## config.mk

```make
export PLATFORM = sky130hd
export DESIGN_NAME = prog_seq
export DESIGN_NICKNAME = d
export VERILOG_FILES = /design/src/rtl/prog_seq_pkg.sv /design/src/rtl/prog_seq_target.sv /design/src/rtl/prog_seq_sptr.sv /design/src/rtl/prog_seq.sv
export SDC_FILE = /design/constraint.sdc
export NUM_CORES = 1
export LEC_CHECK = 0
export BUFFER_PORTS_ARGS = -buffer_cell sky130_fd_sc_hd__buf_2
export CAP_MARGIN = 20
export CORE_MARGIN = 2
export CORE_UTILIZATION = 35
export CTS_CLUSTER_SIZE = 10
export DETAILED_ROUTE_END_ITERATION = 8
export PLACE_DENSITY = 0.67
export SLEW_MARGIN = 25
export SYNTH_ARGS = -nofsm -noshare
export SYNTH_HDL_FRONTEND = slang
export SYNTH_HIERARCHICAL = 1
export SYNTH_SLANG_ARGS = --single-unit
```

## constraint.sdc

```tcl
create_clock -name clk -period 3.9 [get_ports clk]
set_clock_uncertainty 0.15 [all_clocks]
set_input_delay 0.195 -clock clk [delete_from_list [all_inputs] [get_ports clk]]
set_output_delay 0.195 -clock clk [all_outputs]
set_load 0.03 [all_outputs]
```

## src/rtl/prog_seq_pkg.sv

```systemverilog
package prog_seq_pkg;
  typedef enum logic [2:0] {
    CTL_NEXT = 3'd0,
    CTL_JABS = 3'd1,
    CTL_JREL = 3'd2,
    CTL_CABS = 3'd3,
    CTL_CREL = 3'd4,
    CTL_RET  = 3'd5,
    CTL_SKIP = 3'd6,
    CTL_RSVD = 3'd7
  } ctl_e;

  function automatic logic ctl_is_call(ctl_e c);
    return (c == CTL_CABS) || (c == CTL_CREL);
  endfunction

  function automatic logic ctl_is_ret(ctl_e c);
    return c == CTL_RET;
  endfunction
endpackage

```

## src/rtl/prog_seq_target.sv

```systemverilog
module prog_seq_target
  import prog_seq_pkg::*;
#(
  parameter int PC_W  = 16,
  parameter int OFF_W = 12
) (
  input  ctl_e              ctl,
  input  logic              two_word,
  input  logic [PC_W-1:0]   pc,
  input  logic [OFF_W-1:0]  rel_off,
  input  logic [PC_W-1:0]   abs_tgt,
  input  logic [PC_W-1:0]   popped,
  output logic [PC_W-1:0]   pc_nxt,
  output logic [PC_W-1:0]   ret_addr
);
  localparam int EXT_W = PC_W - OFF_W;

  logic [PC_W-1:0] off_ext;
  logic [PC_W-1:0] rel_tgt;
  logic [PC_W-1:0] seq_step;
  logic [PC_W-1:0] skip_step;

  generate
    if (EXT_W > 0) begin : g_sext
      assign off_ext = {{EXT_W{rel_off[OFF_W-1]}}, rel_off};
    end else begin : g_trunc
      assign off_ext = rel_off[PC_W-1:0];
    end
  endgenerate

  assign rel_tgt   = pc + off_ext + PC_W'(1);
  assign seq_step  = two_word ? PC_W'(2) : PC_W'(1);
  assign skip_step = two_word ? PC_W'(3) : PC_W'(2);

  always_comb begin
    ret_addr = pc + PC_W'(1);
    pc_nxt   = pc + seq_step;
    unique case (ctl)
      CTL_JABS: pc_nxt = abs_tgt;
      CTL_JREL: pc_nxt = rel_tgt;
      CTL_CABS: begin
        pc_nxt   = abs_tgt;
        ret_addr = pc + PC_W'(2);
      end
      CTL_CREL: pc_nxt = rel_tgt;
      CTL_RET:  pc_nxt = popped;
      CTL_SKIP: pc_nxt = pc + skip_step;
      default:  pc_nxt = pc + seq_step;
    endcase
  end
endmodule

```

## src/rtl/prog_seq_sptr.sv

```systemverilog
module prog_seq_sptr #(
  parameter int              SP_W   = 16,
  parameter logic [SP_W-1:0] SP_TOP = 16'h3FFF
) (
  input  logic            clk,
  input  logic            rst,
  input  logic            push,
  input  logic            pop,
  output logic [SP_W-1:0] sp_q,
  output logic [SP_W-1:0] wr_addr,
  output logic [SP_W-1:0] rd_addr
);
  localparam logic [SP_W-1:0] FRAME = SP_W'(2);

  always_ff @(posedge clk) begin
    if (rst) begin
      sp_q <= SP_TOP;
    end else if (push) begin
      sp_q <= sp_q - FRAME;
    end else if (pop) begin
      sp_q <= sp_q + FRAME;
    end
  end

  assign wr_addr = sp_q - SP_W'(1);
  assign rd_addr = sp_q + SP_W'(1);
endmodule

```

## src/rtl/prog_seq.sv

```systemverilog
module prog_seq
  import prog_seq_pkg::*;
#(
  parameter int              PC_W   = 16,
  parameter int              SP_W   = 16,
  parameter int              OFF_W  = 12,
  parameter logic [SP_W-1:0] SP_TOP = 16'h3FFF
) (
  input  logic             clk,
  input  logic             rst,
  input  logic [2:0]       ctl_i,
  input  logic             two_word_i,
  input  logic [OFF_W-1:0] rel_off_i,
  input  logic [PC_W-1:0]  abs_tgt_i,
  input  logic [PC_W-1:0]  st_rd_data_i,
  output logic [PC_W-1:0]  pc_o,
  output logic [SP_W-1:0]  sp_o,
  output logic             st_we_o,
  output logic [SP_W-1:0]  st_wr_addr_o,
  output logic [PC_W-1:0]  st_wr_data_o,
  output logic [SP_W-1:0]  st_rd_addr_o
);
  localparam int BYTE_W = PC_W / 2;

  ctl_e            ctl;
  logic            push;
  logic            pop;
  logic [PC_W-1:0] pc_q;
  logic [PC_W-1:0] pc_nxt;
  logic [PC_W-1:0] ret_addr;
  logic [PC_W-1:0] popped;

  assign ctl  = ctl_e'(ctl_i);
  assign push = ctl_is_call(ctl);
  assign pop  = ctl_is_ret(ctl);

  // lower byte lane carries the byte stored at the lower address (high half)
  assign popped = {st_rd_data_i[BYTE_W-1:0], st_rd_data_i[PC_W-1:BYTE_W]};

  prog_seq_target #(
    .PC_W (PC_W),
    .OFF_W(OFF_W)
  ) u_tgt (
    .ctl     (ctl),
    .two_word(two_word_i),
    .pc      (pc_q),
    .rel_off (rel_off_i),
    .abs_tgt (abs_tgt_i),
    .popped  (popped),
    .pc_nxt  (pc_nxt),
    .ret_addr(ret_addr)
  );

  prog_seq_sptr #(
    .SP_W  (SP_W),
    .SP_TOP(SP_TOP)
  ) u_sp (
    .clk    (clk),
    .rst    (rst),
    .push   (push),
    .pop    (pop),
    .sp_q   (sp_o),
    .wr_addr(st_wr_addr_o),
    .rd_addr(st_rd_addr_o)
  );

  always_ff @(posedge clk) begin
    if (rst) pc_q <= '0;
    else     pc_q <= pc_nxt;
  end

  assign pc_o         = pc_q;
  assign st_we_o      = push;
  assign st_wr_data_o = {ret_addr[BYTE_W-1:0], ret_addr[PC_W-1:BYTE_W]};
endmodule

```

==> results of run 1 <==
[area by class of cell]
| type | count | area, um^2 | share of cell area (%) |
|---|---|---|---|
| Clock buffer | 6 | 139 | 2.89 |
| Sequential cell | 31 | 621 | 12.9 |
| Clock inverter | 2 | 35.0 | 0.729 |
| Multi-Input combinational cell | 430 | 3040 | 63.2 |
| Timing Repair Buffer | 128 | 643 | 13.4 |
| Inverter | 41 | 154 | 3.20 |
| Tap cell | 143 | 179 | 3.72 |
[metal layers]
metal  track usage, %  share of wire, %  vias to the layer above
met1             24.0                43                     1963
met3             3.05               7.7                        8
met2             32.8                49                      193
met4             3.70              0.79                        0
met5                0                 0                        -
li1                 -                 -                     2067
[report_power, final]
part | switching [mW] | total [mW] | internal (mW)
Sequential | 0.100 | 0.463 | 0.363
Clock | 0.141 | 0.459 | 0.317
Combinational | 0.780 | 1.23 | 0.451
Total | 1.02 | 2.15 | 1.13
[path summary, 6_finish.rpt]
kind,depth (start not counted),slack [ps],endpoint
setup reg to reg,11,920,pc_o[14]
hold reg to reg,2,420,u_sp/sp_q[5]
hold / removal,6,240,pc_o[0]
setup / recovery,11,920,pc_o[14]
[through the flow]
stage               hold WS, ps  instance area, um^2  util [%]
global route                272                 4810      42.3
global placement            404                 4630      40.7
finish                      237                 4810      42.3
detailed placement          407                 4630      40.7
CTS                         233                 4810      42.3
floorplan                   253                 4070         -
[cells in the final DEF, fill, tap and decap left out, types with 4 or more instances in the layout]
cell	count
o31ai_1	4
and3_2	4
mux2i_1	6
o21a_1	4
xnor2_1	35
clkbuf_16	5
o221ai_1	4
o21ai_0	39
nand2_1	54
nor3_1	5
a21oi_1	25
a22oi_1	8
nor2_1	31
nand4_1	6
buf_2	127
nand3_1	21
or3_1	4
o2111ai_1	4
nor2b_1	6
ha_1	35
and3_1	9
inv_1	40
nor2b_2	8
a211oi_1	4
o21ai_1	4
dfxtp_1	31
xor2_1	27
a21o_1	10
nand2b_1	6
and2b_2	6
[logic make-up after synthesis]
| kind of cell | synth area share [%] |
|---|---|
| buf+inv | 10.3 |
| xor+xnor | 13.4 |
| other cells | 0.185 |
| fa+ha+maj | 12.3 |
| flops | 15.3 |
| simple gates | 24.2 |
| compound gates | 23.0 |
| mux | 1.48 |
[critical path, stage by stage (launching register included)]
cell and delay [ps]:
dfxtp_1 410, inv_1 130, ha_1 240, fa_1 390, and2b_1 260, o2111ai_1 170
a21oi_1 260, o22ai_2 130, o21ai_1 190, mux2i_1 250, o21ai_0 90, and2b_2 190
[state kept, by name, summed over array words and instances, names as in the netlist]
name and count:
pc_o 16, u_sp/sp_q 15
==> results_dict.tcl, run 1 <==
set metrics [dict create \
    route.detailed.drc 0 \
    synth_edf_count 0 \
    core_mm2 0.0114 \
    fillers 1198 \
    synth_seq_area_share_pct 15.3 \
    placedCellCount 773 \
    drtAntennaViolNets 0 \
    cts_tree "yes" \
    hp-start "st_rd_data_i[8]" \
    yosys_warnings 6 \
    ys_ff_latch 31 \
    io_buffers 127 \
    area_growth_pct 18.3 \
    leakagePower_nw 2.32 \
    die_h_um 112 \
    holdBufCountCts 0 \
    drive_above_1_share_pct 27.1 \
    ctsResizeCount 0 \
    yosysMostFrequentCell "nand2_1" \
    critPathKind "reg2reg" \
    place_ws_ps 711 \
    tightestPinTransition_ps 819 \
    cts-htree-levels 2 \
    clkTransAtPathRegs_ps 60 \
    grtUsageTotal_pct 18.6 \
    instances_no_fill 781 \
    setup_viol 0 \
    place.gp.congestion 0.924 \
    syn_avg_cell_area_um2 7.49 \
    grt_overflow 0 \
    r2r_start "pc_o[0]" \
    via_per_inst 5.42 \
    startpoint "pc_o[0]" \
    power_mw 2.15 \
    crit_arrival_ps 3000 \
    rsz0062_at_grt "no" \
    grt_pass1_wl_um 19600 \
    io_pins 131 \
    power_density_mw_per_mm2 448 \
    maxCapViolations 0 \
    min_period_ps 2980 \
    cp-end-kind "flip-flop" \
    fin_nets 725 \
    wl_um 12000 \
    slew_violations 0 \
    setup_tns_ps 0 \
    diodes 0 \
    status "complete, no violations" \
    numCtsBuffers 5 \
    rows 39 \
    ys_types 72 \
    insertion_delay_ps 270 \
    fmax_mhz 335 \
    antenna_found_initial 0 \
    die-area_mm2 0.0125 \
    async_flop_share_pct 0 \
    syn_inst 542 \
    hold_viol 0 \
    synth_top_area_share_pct 15.3 \
    clockBufferDepth 2 \
    grt_pass1_vias 4032 \
    startpoint_type "flip-flop" \
    synth.area.top_cells "dfxtp_1, ha_1, xnor2_1" \
    synth_top_area_cell "dfxtp_1" \
    ir_drop_mv 0.367 \
    critical_path_required_ps 3920 \
    setup_ws_ps 918 \
    syn-cell-area_mm2 0.00406 \
    die_x_um 112 \
    firstDrtPassIters 5 \
    start_util_pct 35.7 \
    fin_crit_sh_pct 76.5 \
    ys.flop_type "dfxtp_1" \
    postCtsSetupBuffers 0 \
    drt_iter0_drc 195 \
    slew_headroom_pct 45.4 \
    grt_start_max_net_pins 34 \
    wl_per_cell_um 15.3 \
    cts_sinks 31 \
    num_vias 4231 \
    clock-root-buffer "clkbuf_16" \
    holdCritPathClass "in2reg" \
    synth_common_cells "nand2_1, inv_1, o21ai_0" \
    dpl.hpwl_um 9370 \
    crit_fanout 4 \
]
Note: power is estimated with default switching activity, not from simulation.
==> run 2, diff against run 1 <==
- clock period: 3.9 -> 3.1 ns (I/O delays scaled with it)
==> run 2 against run 1 <==
  * Critical endpoint unchanged
  * Largest power group unchanged
  * Setup slack got worse by 580 ps
  * Clock power up 27%
  * Wire length is 3.3% higher
==> results_dict.tcl, run 2 (synthesized netlist as in run 1, its figures left out) <==
set metrics [dict create \
    status "complete, no violations" \
    fmax_mhz 361 \
    setup_ws_ps 333 \
    drt_iter0_drc 176 \
    holdCritPathClass "in2reg" \
    ir_drop_mv 0.435 \
    place_ws_ps 313 \
    worst_hold_slack_ps 181 \
    cts-htree-levels 2 \
    reg2reg_slack_ps 330 \
    io_pins 131 \
    io_buffers 127 \
    firstDrtPassIters 4 \
    mostFrequentLayoutCells "buf_2, nand2_1, inv_1, o21ai_0" \
    startpoint_type "flip-flop" \
    core_mm2 0.0114 \
    grt_pass1_wl_um 20100 \
    place.gp.congestion 0.950 \
    critPathKind "reg2reg" \
    p_clk_share_pct 21.4 \
    start_util_pct 35.7 \
    die-area_mm2 0.0125 \
    crit_arrival_ps 2790 \
    area_growth_pct 20.7 \
    clock-root-buffer "clkbuf_16" \
    diodes 0 \
    insertion_delay_ps 270 \
    grtUsageTotal_pct 19.3 \
    rows 39 \
    power_mw 2.73 \
    setup_viol 0 \
    grt_start_max_net_pins 31 \
    route.detailed.drc 0 \
    grt_overflow 0 \
    critical_path_required_ps 3120 \
    largest_reg_flops 16 \
    p_seq_share_pct 20.7 \
    grt_pass1_vias 4216 \
    setup_tns_ps 0 \
    utilization_pct 43.1 \
    crit_fanout 4 \
    num_vias 4303 \
    hold_viol 0 \
    via_per_inst 5.42 \
    cts_sinks 31 \
    wl_um 12400 \
    leakagePower_nw 2.39 \
    antenna_found_initial 0 \
    postCtsSetupBuffers 0 \
    fin_nets 738 \
    instances_no_fill 794 \
    maxCapViolations 0 \
    slew_violations 0 \
    rsz0062_at_grt "no" \
    holdBufCountCts 0 \
    numCtsBuffers 5 \
    comb_power_share_pct 57.9 \
    p_int_mw 1.44 \
    layout_commonest_cell "buf_2" \
    clockBufferDepth 2 \
    cp-end-kind "flip-flop" \
    ctsResizeCount 0 \
    fin_crit_sh_pct 89.3 \
    die_h_um 112 \
    drtAntennaViolNets 0 \
    sw_frac_of_total_pct 47.3 \
    dpl.hpwl_um 9750 \
    die_x_um 112 \
    min_period_ps 2770 \
    wl_per_cell_um 15.6 \
    dpl_cell_area_mm2 0.00473 \
    stdcell_area_mm2 0.00490 \
    drive_above_1_share_pct 28.4 \
    cts_tree "yes" \
    clkTransAtPathRegs_ps 60 \
    placedCellCount 786 \
    power_density_mw_per_mm2 557 \
    switching_power_mw 1.29 \
]
## run 2: final cells by class
type / count / area, um^2
clock inverters: 2 / 35.0
multi-input cells: 430 / 3030
inverters: 41 / 154
flip-flops and latches: 31 / 621
well taps: 143 / 179
fillers: 1181 / 6470
clock buffers: 6 / 139
repair buffers: 141 / 741
## run 2: power groups by stage
stage | clock, mW | sequential, mW | combinational [mW]
finish | 0.583 | 0.565 | 1.58
global route | 0.615 | 0.578 | 1.72
CTS | 0.598 | 0.566 | 1.58
detailed placement | 0 | 0.574 | 1.57
global placement | 0 | 0.571 | 1.55
floorplan | 0 | 0.657 | 1.13
## run 2: worst paths after layout
check	from	endpoint	cells past startpoint
worst max-delay path	pc_o[0]	pc_o[14]	11
worst min-delay path	st_rd_data_i[8]	pc_o[0]	6
worst max register to register	pc_o[0]	pc_o[14]	11
worst min register to register	u_sp/sp_q[5]	u_sp/sp_q[5]	2
## run 2: metal layers
layer	routed length, um	global-route usage, %	vias to the layer above
met5	0	0	-
met4	204	5.76	0
met3	889	3.16	16
met2	5950	34.7	175
met1	5320	23.7	2015
li1	-	-	2097
## run 2: critical path: stages, from the launching register on
cell and delay [ps]:
dfxtp_1 380, inv_1 120, ha_1 220, fa_1 370, and2b_1 240, o2111ai_1 140, a21oi_1 260, o22ai_2 140
o21ai_1 190, mux2i_1 190, o21ai_0 70, and2b_2 200
==> run 3, diff against run 2 <==
- SYNTH_HIERARCHICAL: 1 -> unset
==> run 3 against run 2 <==
  * Sequential cell count unchanged
  * First-iteration DRC count increased by 21%
  * Wire length decreased by 5.5%
  * Synthesized cell count decreased by 7.7%
  * Clock power decreased by 38%
  * Combinational power decreased by 12%
  * Critical path depth decreased by 3
==> results_dict.tcl, run 3 <==
set metrics [dict create \
    status "complete, no violations" \
    dpl.hpwl_um 9120 \
    numCtsBuffers 5 \
    die_h_um 108 \
    place.gp.congestion 0.917 \
    mostFrequentLayoutCells "buf_2, a21oi_1, nand2_1, nor2_1" \
    fin_nets 697 \
    cp-end-kind "primary output" \
    syn-cell-area_mm2 0.00376 \
    drtAntennaViolNets 0 \
    startpoint_type "flip-flop" \
    cp_cell_sequence "ha_1, mux2i_1, nor2_1, and3_1, and3_1, nand3_1, xnor2_1, buf_2" \
    synth_seq_area_share_pct 16.5 \
    slew_headroom_pct 63.8 \
    tightestPinTransition_ps 543 \
    async_flop_share_pct 0 \
    ys_types 63 \
    grt_overflow 0 \
    via_per_inst 5.38 \
    power_density_mw_per_mm2 506 \
    ys_ff_latch 31 \
    firstDrtPassIters 4 \
    wl_um 11700 \
    leakagePower_nw 2.16 \
    crit_arrival_ps 2410 \
    insertion_delay_ps 280 \
    critPathKind "reg2out" \
    critPathMaxStageDelay_ps 560 \
    num_vias 4021 \
    hold_viol 0 \
    synth_top_area_cell "dfxtp_1" \
    grt_pass1_wl_um 18700 \
    route.detailed.drc 0 \
    cts-htree-levels 2 \
    fillers 1067 \
    syn_inst 500 \
    yosysMostFrequentCell "a21oi_1" \
    wl_per_cell_um 15.6 \
    maxCapViolations 0 \
    slew_violations 0 \
    clockBufferDepth 2 \
    io_pins 131 \
    placedCellCount 737 \
    instances_no_fill 747 \
    cp_slowest_cell "dfxtp_1" \
    antenna_found_initial 1 \
    start_util_pct 36.3 \
    grt_pass1_vias 3808 \
    grtUsageTotal_pct 20.1 \
    synth.area.top_cells "dfxtp_1, ha_1, xor2_1" \
    synth_common_cells "a21oi_1, nand2_1, nor2_1" \
    synth_edf_count 0 \
    drt_iter0_drc 213 \
    cts_sinks 31 \
    grt_start_max_net_pins 27 \
    rsz0062_at_grt "no" \
    rows 37 \
    critical_path_required_ps 2790 \
    fin_crit_sh_pct 87.7 \
    io_buffers 127 \
    die-area_mm2 0.0116 \
    synth_top_area_share_pct 16.5 \
    drive_above_1_share_pct 27.2 \
    die_x_um 108 \
    yosys_warnings 0 \
    clkTransAtPathRegs_ps 60 \
    min_period_ps 2720 \
    cts_tree "yes" \
    area_growth_pct 20.8 \
    core_mm2 0.0104 \
    clock-root-buffer "clkbuf_8" \
    setup_tns_ps 0 \
    largest_reg_flops 16 \
    setup_viol 0 \
    crit_top_cell "and3_1" \
    worst_hold_slack_ps 77.0 \
    fmax_mhz 368 \
    crit_fanout 9 \
    layout_commonest_cell "buf_2" \
    ir_drop_mv 0.291 \
    holdCritPathClass "in2reg" \
    syn_avg_cell_area_um2 7.52 \
    ys.flop_type "dfxtp_1" \
    postCtsSetupBuffers 0 \
]
-- run 3: cell types whose count changed after synthesis, moves of 8 or more --
cell	change
inv_1	-26
nor2_1	+8
nand3_1	-8
a21oi_1	+31
buf_2	+9
xor2_1	+8
-- run 3: what timing repair did --
| action | CTS | global route |
|---|---|---|
| hold buffers | 1 | 0 |
| hold endpoints to repair | 1 | 0 |
| gates resized for setup | 0 | 0 |
-- run 3: power by group --
group | total [mW] | internal, mW | switching (mW)
clock | 0.364 | 0.203 | 0.161
combinational | 1.39 | 0.502 | 0.883
sequential | 0.550 | 0.450 | 0.0992
-- run 3: layer usage --
metal,vias up,share of wire [%],GRT usage (%)
met5,-,0,0
met4,0,1.8,5.22
met3,16,6.2,3.09
met2,157,49,35.0
met1,1867,43,25.6
li1,1981,-,-
-- run 3: logic make-up after synthesis --
family / synth area share (%)
compound gates: 26.5
other cells: 0.200
xor+xnor: 15.4
mux: 1.50
flops: 16.5
buf+inv: 7.85
simple gates: 18.8
fa+ha+maj: 13.2
-- run 3: path summary, 6_finish.rpt --
check / start / end / slack, ps / depth (start not counted)
setup / recovery: pc_o[1] / st_wr_data_o[4] / 380 / 8
hold / removal: abs_tgt_i[0] / pc_o[0] / 80 / 3
setup reg to reg: pc_o[0] / pc_o[14] / 510 / 11
hold reg to reg: u_sp.sp_q[7] / u_sp.sp_q[7] / 420 / 2
-- run 3: final cells by class --
type / count / area [um^2] / share of cell area (%)
tap: 136 / 170 / 3.74
timing repair buffer: 140 / 736 / 16.2
clock buffer: 8 / 100 / 2.20
inverter: 16 / 62.6 / 1.38
multi-input combinational: 415 / 2850 / 62.8
sequential: 31 / 621 / 13.7
antenna: 1 / 2.50 / 0.0551
-- run 3: metrics by stage --
| step | utilization [%] | power [mW] | cell area (um^2) | setup WS [ps] |
|---|---|---|---|---|
| after floorplan | - | 1.61 | 3770 | 69.6 |
| after global placement | 42.7 | 1.91 | 4430 | 419 |
| after detailed placement | 42.7 | 1.93 | 4430 | 293 |
| after CTS | 43.8 | 2.31 | 4540 | 368 |
| after global routing | 43.8 | 2.46 | 4540 | 206 |
| final | 43.8 | 2.30 | 4540 | 380 |
-- run 3: critical path: cells and delay by family, from the launching register on --
kind / cells / cell delay, ps
adder cells (fa/ha/maj): 1 / 270
AND/OR/NAND/NOR: 4 / 840
buffers and inverters: 1 / 210
multiplexers: 1 / 110
XOR/XNOR: 1 / 160
flip-flops: 1 / 560
